File: src/rtl/sync_rx_pkg.sv
package sync_rx_pkg;

   // Status byte, most significant field first; order is decoded by software.
   typedef struct packed {
      logic port_en;
      logic wide_mode;
      logic single_en;
      logic cont_en;
      logic addr_en;
      logic frame_err;
      logic ovr_err;
      logic bit9;
   } rx_status_t;

   localparam int STATUS_W = $bits(rx_status_t);

endpackage

File: src/rtl/srx_sync.sv
module srx_sync #(
   parameter int WIDTH  = 2,
   parameter int STAGES = 2
) (
   input  logic             clk,
   input  logic             rst_n,
   input  logic [WIDTH-1:0] din,
   output logic [WIDTH-1:0] dout
);

   generate
      if (STAGES < 2) begin : g_bad_stages
         $error("srx_sync: STAGES must be at least 2");
      end
      if (WIDTH < 1) begin : g_bad_width
         $error("srx_sync: WIDTH must be at least 1");
      end
   endgenerate

   logic [WIDTH-1:0] pipe_q [STAGES];

   generate
      for (genvar g = 0; g < STAGES; g++) begin : g_stage
         if (g == 0) begin : g_first
            always_ff @(posedge clk or negedge rst_n) begin
               if (!rst_n) pipe_q[g] <= '0;
               else        pipe_q[g] <= din;
            end
         end else begin : g_next
            always_ff @(posedge clk or negedge rst_n) begin
               if (!rst_n) pipe_q[g] <= '0;
               else        pipe_q[g] <= pipe_q[g-1];
            end
         end
      end
   endgenerate

   assign dout = pipe_q[STAGES-1];

endmodule

File: src/rtl/srx_shifter.sv
module srx_shifter #(
   parameter int DATA_W = 8
) (
   input  logic              clk,
   input  logic              rst_n,
   input  logic              active,
   input  logic              wide_mode,
   input  logic              sclk_s,
   input  logic              sdata_s,
   output logic              word_done,
   output logic [DATA_W:0]   word
);

   localparam int MAX_W = DATA_W + 1;
   localparam int CNT_W = $clog2(MAX_W);

   generate
      if (DATA_W < 2) begin : g_bad_w
         $error("srx_shifter: DATA_W must be at least 2");
      end
   endgenerate

   logic             prev_q;
   logic             rise;
   logic [CNT_W-1:0] cnt_q;
   logic [CNT_W-1:0] last_idx;
   logic [MAX_W-1:0] sh_q;

   assign rise     = sclk_s & ~prev_q;
   assign last_idx = wide_mode ? CNT_W'(MAX_W - 1) : CNT_W'(DATA_W - 1);

   always_ff @(posedge clk or negedge rst_n) begin
      if (!rst_n) prev_q <= 1'b0;
      else        prev_q <= sclk_s;
   end

   always_ff @(posedge clk or negedge rst_n) begin
      if (!rst_n) begin
         cnt_q <= '0;
         sh_q  <= '0;
      end else if (!active) begin
         cnt_q <= '0;
      end else if (rise) begin
         sh_q[cnt_q] <= sdata_s;
         if (cnt_q == last_idx) cnt_q <= '0;
         else                   cnt_q <= cnt_q + 1'b1;
      end
   end

   always_comb begin
      word        = sh_q;
      word[cnt_q] = sdata_s;
   end

   assign word_done = active & rise & (cnt_q == last_idx);

   AST_CNT_IN_RANGE: assert property (@(posedge clk) disable iff (!rst_n)
      cnt_q <= CNT_W'(MAX_W - 1));
   AST_CNT_IDLE_ZERO: assert property (@(posedge clk) disable iff (!rst_n)
      !active |=> cnt_q == '0);
   AST_DONE_ONLY_ACTIVE: assert property (@(posedge clk) disable iff (!rst_n)
      word_done |=> $past(active));

endmodule

File: src/rtl/srx_holding.sv
module srx_holding #(
   parameter int DATA_W = 8
) (
   input  logic              clk,
   input  logic              rst_n,
   input  logic              cont_en,
   input  logic              wide_mode,
   input  logic              word_done,
   input  logic [DATA_W:0]   word,
   input  logic              rd_pulse,
   output logic [DATA_W-1:0] data_q,
   output logic              bit9_q,
   output logic              ready_q,
   output logic              ovr_q
);

   logic unread;
   logic accept;
   logic overrun_hit;

   assign unread      = ready_q & ~rd_pulse;
   assign accept      = word_done & ~ovr_q & ~unread;
   assign overrun_hit = word_done & ~ovr_q & unread;

   always_ff @(posedge clk or negedge rst_n) begin
      if (!rst_n) begin
         data_q <= '0;
         bit9_q <= 1'b0;
      end else if (accept) begin
         data_q <= word[DATA_W-1:0];
         bit9_q <= wide_mode & word[DATA_W];
      end
   end

   always_ff @(posedge clk or negedge rst_n) begin
      if (!rst_n)         ready_q <= 1'b0;
      else if (accept)    ready_q <= 1'b1;
      else if (rd_pulse)  ready_q <= 1'b0;
   end

   always_ff @(posedge clk or negedge rst_n) begin
      if (!rst_n)           ovr_q <= 1'b0;
      else if (!cont_en)    ovr_q <= 1'b0;
      else if (overrun_hit) ovr_q <= 1'b1;
   end

   AST_OVR_FREEZES_DATA: assert property (@(posedge clk) disable iff (!rst_n)
      ovr_q |=> $stable(data_q));
   AST_ERR_CLEARED: assert property (@(posedge clk) disable iff (!rst_n)
      !cont_en |=> !ovr_q);
   AST_READ_CLEARS: assert property (@(posedge clk) disable iff (!rst_n)
      (rd_pulse && !word_done) |=> !ready_q);
   AST_DONE_SETS_READY: assert property (@(posedge clk) disable iff (!rst_n)
      (word_done && !ovr_q) |=> ready_q);

endmodule

File: src/rtl/sync_slave_rx.sv
module sync_slave_rx
   import sync_rx_pkg::*;
#(
   parameter int DATA_W      = 8,
   parameter int SYNC_STAGES = 2
) (
   input  logic              clk,
   input  logic              rst_n,
   input  logic              port_en,
   input  logic              sync_mode,
   input  logic              clk_master,
   input  logic              cont_en,
   input  logic              single_en,
   input  logic              wide_mode,
   input  logic              addr_en,
   input  logic              irq_en,
   input  logic              low_power,
   input  logic              sclk_in,
   input  logic              sdata_in,
   input  logic              rd_pulse,
   output logic [DATA_W-1:0] rx_data,
   output logic [7:0]        status,
   output logic              rx_ready,
   output logic              irq,
   output logic              wake_req
);

   generate
      if (STATUS_W != 8) begin : g_bad_status
         $error("sync_slave_rx: status layout must be 8 bits");
      end
   endgenerate

   logic [1:0]      pins_s;
   logic            active;
   logic            word_done;
   logic [DATA_W:0] word;
   logic            bit9_q;
   logic            ovr_q;
   rx_status_t      stat;

   // Slave reception: port on, synchronous, clock from outside, continuous enable.
   assign active = port_en & sync_mode & ~clk_master & cont_en;

   srx_sync #(.WIDTH(2), .STAGES(SYNC_STAGES)) u_sync (
      .clk   (clk),
      .rst_n (rst_n),
      .din   ({sclk_in, sdata_in}),
      .dout  (pins_s)
   );

   srx_shifter #(.DATA_W(DATA_W)) u_shift (
      .clk       (clk),
      .rst_n     (rst_n),
      .active    (active),
      .wide_mode (wide_mode),
      .sclk_s    (pins_s[1]),
      .sdata_s   (pins_s[0]),
      .word_done (word_done),
      .word      (word)
   );

   srx_holding #(.DATA_W(DATA_W)) u_hold (
      .clk       (clk),
      .rst_n     (rst_n),
      .cont_en   (cont_en),
      .wide_mode (wide_mode),
      .word_done (word_done),
      .word      (word),
      .rd_pulse  (rd_pulse),
      .data_q    (rx_data),
      .bit9_q    (bit9_q),
      .ready_q   (rx_ready),
      .ovr_q     (ovr_q)
   );

   always_comb begin
      stat.port_en   = port_en;
      stat.wide_mode = wide_mode;
      stat.single_en = single_en;
      stat.cont_en   = cont_en;
      stat.addr_en   = addr_en;
      stat.frame_err = 1'b0;
      stat.ovr_err   = ovr_q;
      stat.bit9      = bit9_q;
   end

   assign status   = stat;
   assign irq      = rx_ready & irq_en;
   assign wake_req = irq & low_power;

   AST_WAKE_NEEDS_READY: assert property (@(posedge clk) disable iff (!rst_n)
      wake_req |-> (rx_ready && low_power));
   AST_FRAME_ERR_ZERO: assert property (@(posedge clk) disable iff (!rst_n)
      status[2] == 1'b0);

endmodule

File: config.mk
export PLATFORM = sky130hd
export DESIGN_NAME = sync_slave_rx
export DESIGN_NICKNAME = d
export VERILOG_FILES = /design/src/rtl/sync_rx_pkg.sv /design/src/rtl/srx_sync.sv /design/src/rtl/srx_shifter.sv /design/src/rtl/srx_holding.sv /design/src/rtl/sync_slave_rx.sv
export SDC_FILE = /design/constraint.sdc
export NUM_CORES = 1
export LEC_CHECK = 0
export CAP_MARGIN = 30
export CORE_MARGIN = 8
export CORE_UTILIZATION = 54
export CTS_CLUSTER_DIAMETER = 200
export DETAILED_ROUTE_END_ITERATION = 10
export PLACE_DENSITY = 0.8
export SYNTH_ARGS = -nofsm -noshare
export SYNTH_HDL_FRONTEND = slang
export SYNTH_HIERARCHICAL = 1
export SYNTH_SLANG_ARGS = --single-unit
File: constraint.sdc
create_clock -name clk -period 3.6 [get_ports clk]
set_clock_uncertainty 0.1 [all_clocks]
set_input_delay 0.36 -clock clk [delete_from_list [all_inputs] [get_ports clk]]
set_output_delay 0.36 -clock clk [all_outputs]
set_load 0.05 [all_outputs]
==> results of run 1 <==
[worst min-delay path by stage]
stage,slack [ns],startpoint,endpoint
finish,0.26,u_sync/pipe_q[3],u_sync/dout[1]
global route,0.28,u_sync/pipe_q[3],u_sync/dout[1]
CTS,0.26,u_sync/pipe_q[3],u_sync/dout[1]
detailed placement,0.24,u_sync/pipe_q[3],u_sync/dout[1]
global placement,0.23,u_sync/pipe_q[3],u_sync/dout[1]
floorplan,-0.04,rst_n,u_hold/bit9_q
[critical path, cell delays in order]
cell and delay (ns):
clkdlybuf4s50_1 0.58, or3b_1 0.41, o32ai_2 0.34, and2_1 0.25, nand2b_4 0.10, nor2_8 0.20
mux2_4 0.32
[state kept, by name, summed over array words and instances (netlist names)]
| name | cells |
|---|---|
| u_hold/bit9_q | 1 |
| u_hold/data_q | 8 |
| u_hold/ovr_q | 1 |
| u_hold/ready_q | 1 |
| u_shift/cnt_q | 4 |
| u_shift/prev_q | 1 |
| u_shift/sh_q | 9 |
| u_sync/dout | 2 |
| u_sync/pipe_q | 2 |
[power groups by stage]
stage	logic (mW)	clock network (mW)	registers [mW]
floorplan	0.0288	0	0.339
global placement	0.0399	0	0.342
detailed placement	0.0413	0	0.342
CTS	0.0415	0.178	0.336
global route	0.0445	0.194	0.337
finish	0.0404	0.173	0.336
[logic make-up after synthesis]
| group | after synthesis |
|---|---|
| buffers and inverters | 17 |
| muxes | 26 |
| adders and majority gates | 4 |
| AOI/OAI and AO/OA | 10 |
| and+or+nand+nor | 44 |
| other | 1 |
| DFF | 29 |
[placed cells by master, fill, tap and decap left out, types with 3 or more instances in the layout]
| cell | count |
|---|---|
| inv_1 | 3 |
| clkbuf_4 | 5 |
| mux2_4 | 9 |
| nand3_1 | 14 |
| mux2_1 | 12 |
| ha_1 | 4 |
| mux2_2 | 5 |
| clkdlybuf4s50_1 | 27 |
| nor2b_1 | 3 |
| dfrtp_1 | 29 |
| nand2_1 | 9 |
[stage by stage]
stage	instances	hold slack [ns]	instance area [µm²]	power (mW)	utilization, %
after global routing	182	0.277	1840	0.575	66.6
after global placement	176	0.231	1790	0.382	65.0
after floorplan	131	-0.0356	1580	0.368	-
after detailed placement	176	0.237	1790	0.384	65.0
final	182	0.257	1840	0.549	66.6
after CTS	182	0.257	1840	0.555	66.6
[routing by layer]
metal  vias up  part of all wire, %  global-route usage [%]
li1        489                    -                       -
met1       501                   44                    15.6
met2        33                   48                    21.8
met3         5                  7.0                    5.65
met4         0                  1.3                    5.36
met5         -                    0                       0
[cell type report]
class | instances | area share, %
timing repair buffer | 28 | 15.1
clock buffer | 5 | 2.04
tap | 31 | 2.11
clock inverter | 1 | 0.273
sequential | 29 | 39.5
inverter | 3 | 0.613
multi-input combinational | 85 | 40.3
==> impl_metrics.tcl, run 1 <==
set metrics [dict create \
    drv_cap 0 \
    peakVddDrop_v 0.000271 \
    syn_nets 149 \
    cts_buffers 5 \
    end_kind "flip-flop" \
    clkTransAtPathRegs_ns 0.08 \
    die_area_um2 4900 \
    clock_path_buffers 2 \
    synth-main-ff-cell "dfrtp_1" \
    syn_to_final_growth_pct 16.5 \
    relSlewSlack_pct 58.7 \
    clockPowerShare_pct 31.5 \
    synthDistinctLibCells 35 \
    cp-start-kind "input port" \
    hold_path.class "reg2reg" \
    yosys.area.top_type "dfrtp_1" \
    rsz0062_at_grt "false" \
    cts_hold_buf 0 \
    yosysMostFrequentCell "dfrtp_1" \
    antenna_found_initial 0 \
    switching_share_pct 24.1 \
    wl_per_cell_um 16.9 \
    arrival_ns 2.56 \
    cts_setup_buffers 0 \
    power.leakage_nw 0.819 \
    ys_warn_count 6 \
    crit_path_max_fanout 8 \
    cts_tree "yes" \
    sequentialPowerShare_pct 61.2 \
    r2r_slack_ns 1.27 \
    cts_resized 0 \
    pwr-share-comb_pct 7.4 \
    multiInputGateArea_um2 739 \
    rr_endpoint "u_hold/data_q[1]" \
    first_iter_violations 51 \
    ios 33 \
    antenna_left 0 \
    clock_latency_ns 0.32 \
    wl_um 3070 \
    grt_max_degree 30 \
    rr_startpoint "u_shift/cnt_q[1]" \
    outcome "finished, final reports clean" \
    synth-xor-area-share_pct 0 \
    setup_slack_ns 1.15 \
    hold_depth 0 \
    fin_crit_ns 2.45 \
    core_um2 2760 \
    io_buffers 27 \
    hpwlAfterDp_um 2310 \
    clock_sinks 29 \
    hold_viol_final 0 \
    yosysSeqAreaShare_pct 46.1 \
    drive_gt1_share_pct 17.2 \
    synth-simple-area-share_pct 18.1 \
    avgSynthCellArea_um2 12.0 \
    h-tree-depth 2 \
    netlist_instances 131 \
    grt_pass1_vias 1134 \
    vias 1028 \
    avgViaCountPerCell 5.65 \
    tightest_slew_ns 0.618 \
    switchingPower_uw 132 \
    synth-seq-cells 29 \
    grt_pass1_wl_um 5490 \
    synth.top_cells.by_count "29 x dfrtp_1, 14 x nand3_1, 12 x buf_4, 12 x mux2_1" \
    fillerInstances 231 \
    initial_core_util_pct 57.1 \
    synthMuxAreaShare_pct 20.7 \
    r2r_cells 6 \
    drcViolationCount 0 \
    internal_power_uw 417 \
    synth_compound_area_share_pct 4.69 \
    fin_setup_tns_ns 0 \
    slew_viol_final 0 \
    synth.top_cells.by_area "dfrtp_1 46%, mux2_4 8.6%, mux2_1 8.6%" \
    die_h_um 70.0 \
    period_share_pct 68.1 \
    die_x_um 70.0 \
    crit_required_ns 3.71 \
    setup_viol_count_final 0 \
    gp_routability_congestion 0.905 \
    root_buffer "clkbuf_4" \
    synth_edf_count 0 \
    seqCellArea_um2 726 \
    powerDensity_nw_per_um2 299 \
    fmax_mhz 408 \
    grt_overflow 0 \
    synthArstFlopShare_pct 100 \
    antenna_cells 0 \
    synth_area_um2 1580 \
    synthAdderAreaFrac_pct 3.18 \
    cp-endpoint "u_hold/data_q[1]" \
    startpoint "wide_mode" \
    pre_cts_ws_ns 0.828 \
    critPathKind "in2reg" \
    synth.top_cell.area_share_pct 46.1 \
    synth_top_family_by_area "multiplexers" \
    fp-row-count 19 \
    firstDrtPassIters 4 \
    grt_util_all_layers_pct 13.6 \
    final_nets 170 \
]
Note: power is estimated with default switching activity, not from simulation.
==> inputs of run 2 (changes only) <==
- CORE_UTILIZATION: 54 -> 50
- PLACE_DENSITY: 0.8 -> 0.74
- clock period: 3.6 -> 2.6 ns (I/O delays scaled with it)
==> impl_metrics.tcl, run 2 (synthesized netlist as in run 1, its figures left out) <==
set metrics [dict create \
    crit_path_max_fanout 8 \
    hold_path.class "in2async" \
    crit_required_ns 2.72 \
    vias 1076 \
    first_iter_violations 64 \
    multiInputGateArea_um2 739 \
    setup_viol_count_final 0 \
    fp-row-count 20 \
    fin_setup_tns_ns 0 \
    die_area_um2 5200 \
    power.leakage_nw 0.842 \
    syn_to_final_growth_pct 21.0 \
    crit_family "simple AND/OR/NAND/NOR gates" \
    fmax_mhz 456 \
    initial_core_util_pct 52.0 \
    final_common_cell "dfrtp_1" \
    drv_cap 0 \
    cts_resized 0 \
    period_share_pct 84.4 \
    grt_overflow 0 \
    slowest_delay_ns 0.48 \
    drcViolationCount 0 \
    largest_reg_flops 9 \
    cts_setup_buffers 0 \
    core_um2 3030 \
    grt_max_degree 30 \
    drive_gt1_share_pct 20.9 \
    clkTransAtPathRegs_ns 0.10 \
    clock_sinks 29 \
    pre_cts_ws_ns 0.158 \
    tightest_slew_ns 0.671 \
    setup_slack_ns 0.405 \
    cp_num_buf_inv 0 \
    arrival_ns 2.32 \
    grt_pass1_vias 1153 \
    placed_area_um2 1850 \
    fin_crit_ns 2.19 \
    gp_routability_congestion 0.798 \
    fillerInstances 265 \
    die_h_um 72.1 \
    outcome "finished, final reports clean" \
    slew_viol_final 0 \
    antenna_left 0 \
    hpwlAfterDp_um 2270 \
    ios 33 \
    grt_util_all_layers_pct 13.2 \
    top_regs "u_shift/sh_q: 9 flops, u_hold/data_q: 8 flops, u_shift/cnt_q: 4 flops" \
    peakVddDrop_v 0.000363 \
    cpMaxStageDelayCell "dfrtp_1" \
    antenna_cells 0 \
    clock_path_buffers 2 \
    root_buffer "clkbuf_4" \
    die_x_um 72.1 \
    final_nets 175 \
    cts_tree "yes" \
    mostFrequentLayoutCells "29 x dfrtp_1, 27 x clkdlybuf4s50_1, 14 x nand3_1" \
    design_area_um2 1910 \
    hold_viol_final 0 \
    relSlewSlack_pct 55.2 \
    antenna_found_initial 0 \
    grt_pass1_wl_um 5310 \
    wl_um 3090 \
    powerDensity_nw_per_um2 418 \
    clock_latency_ns 0.34 \
    io_buffers 27 \
    cts_hold_buf 0 \
    rsz0062_at_grt "false" \
    wl_per_cell_um 15.3 \
    cp-start-kind "flip-flop" \
    regMostFlops "u_shift/sh_q" \
    end_kind "flip-flop" \
    avgViaCountPerCell 5.33 \
    path_cells "or3b_1 > o32ai_2 > and2_1 > nand2b_4 > nor2_8 > mux2_4" \
    cts_buffers 5 \
    h-tree-depth 2 \
    firstDrtPassIters 4 \
    critPathKind "reg2reg" \
    seqCellArea_um2 726 \
]
## run 2: layout make-up
type,count,share of cell area [%]
clock buffer,5,1.97
clock inverter,3,1.18
inverter,3,0.591
multi-input combinational,85,38.8
sequential,29,38.1
tap,44,2.89
timing repair buffer,33,16.5
## run 2: metal layers
metal  vias up  routed length [µm]  track usage, %
met5         -                   0               0
met4         0                  63            7.71
met3         6                 225            5.65
met2        29                1490            20.8
met1       538                1320            14.4
li1        503                   -               -
## run 2: report_power, final
| part | switching [mW] | internal (mW) | leakage (nW) |
|---|---|---|---|
| combinational | 0.0308 | 0.0274 | 0.427 |
| clock | 0.170 | 0.104 | 0.0234 |
| sequential | 0.00697 | 0.458 | 0.393 |
| total | 0.208 | 0.589 | 0.842 |
## run 2: worst register-to-register path, stage by stage, from the launching register on
cell	delay, ns
dfrtp_1	0.48
or3b_1	0.42
o32ai_2	0.23
and2_1	0.23
nand2b_4	0.10
nor2_8	0.21
mux2_4	0.33
## run 2: stage by stage
step	total power, mW	hold WS [ns]	cells	util (%)
3_5_place_dp	0.533	0.237	194	61.0
4_1_cts	0.811	0.191	202	63.0
3_3_place_gp	0.531	0.232	194	61.0
6_report	0.797	0.192	202	63.0
5_1_grt	0.839	0.219	202	63.0
2_1_floorplan	0.509	-0.136	131	-
## run 2: worst paths after layout
check                                  from          endpoint  slack [ns]  depth (start not counted)
max reg2reg                u_shift/cnt_q[1]  u_hold/data_q[7]        0.41                          6
min in group clk                   sdata_in  u_sync/pipe_q[2]        0.25                          1
max                        u_shift/cnt_q[1]  u_hold/data_q[7]        0.41                          6
min reg2reg                u_sync/pipe_q[3]    u_sync/dout[1]        0.26                          0
min                                   rst_n   u_shift/sh_q[0]        0.19                          2
max in group asynchronous             rst_n   u_shift/sh_q[2]        1.94                          2
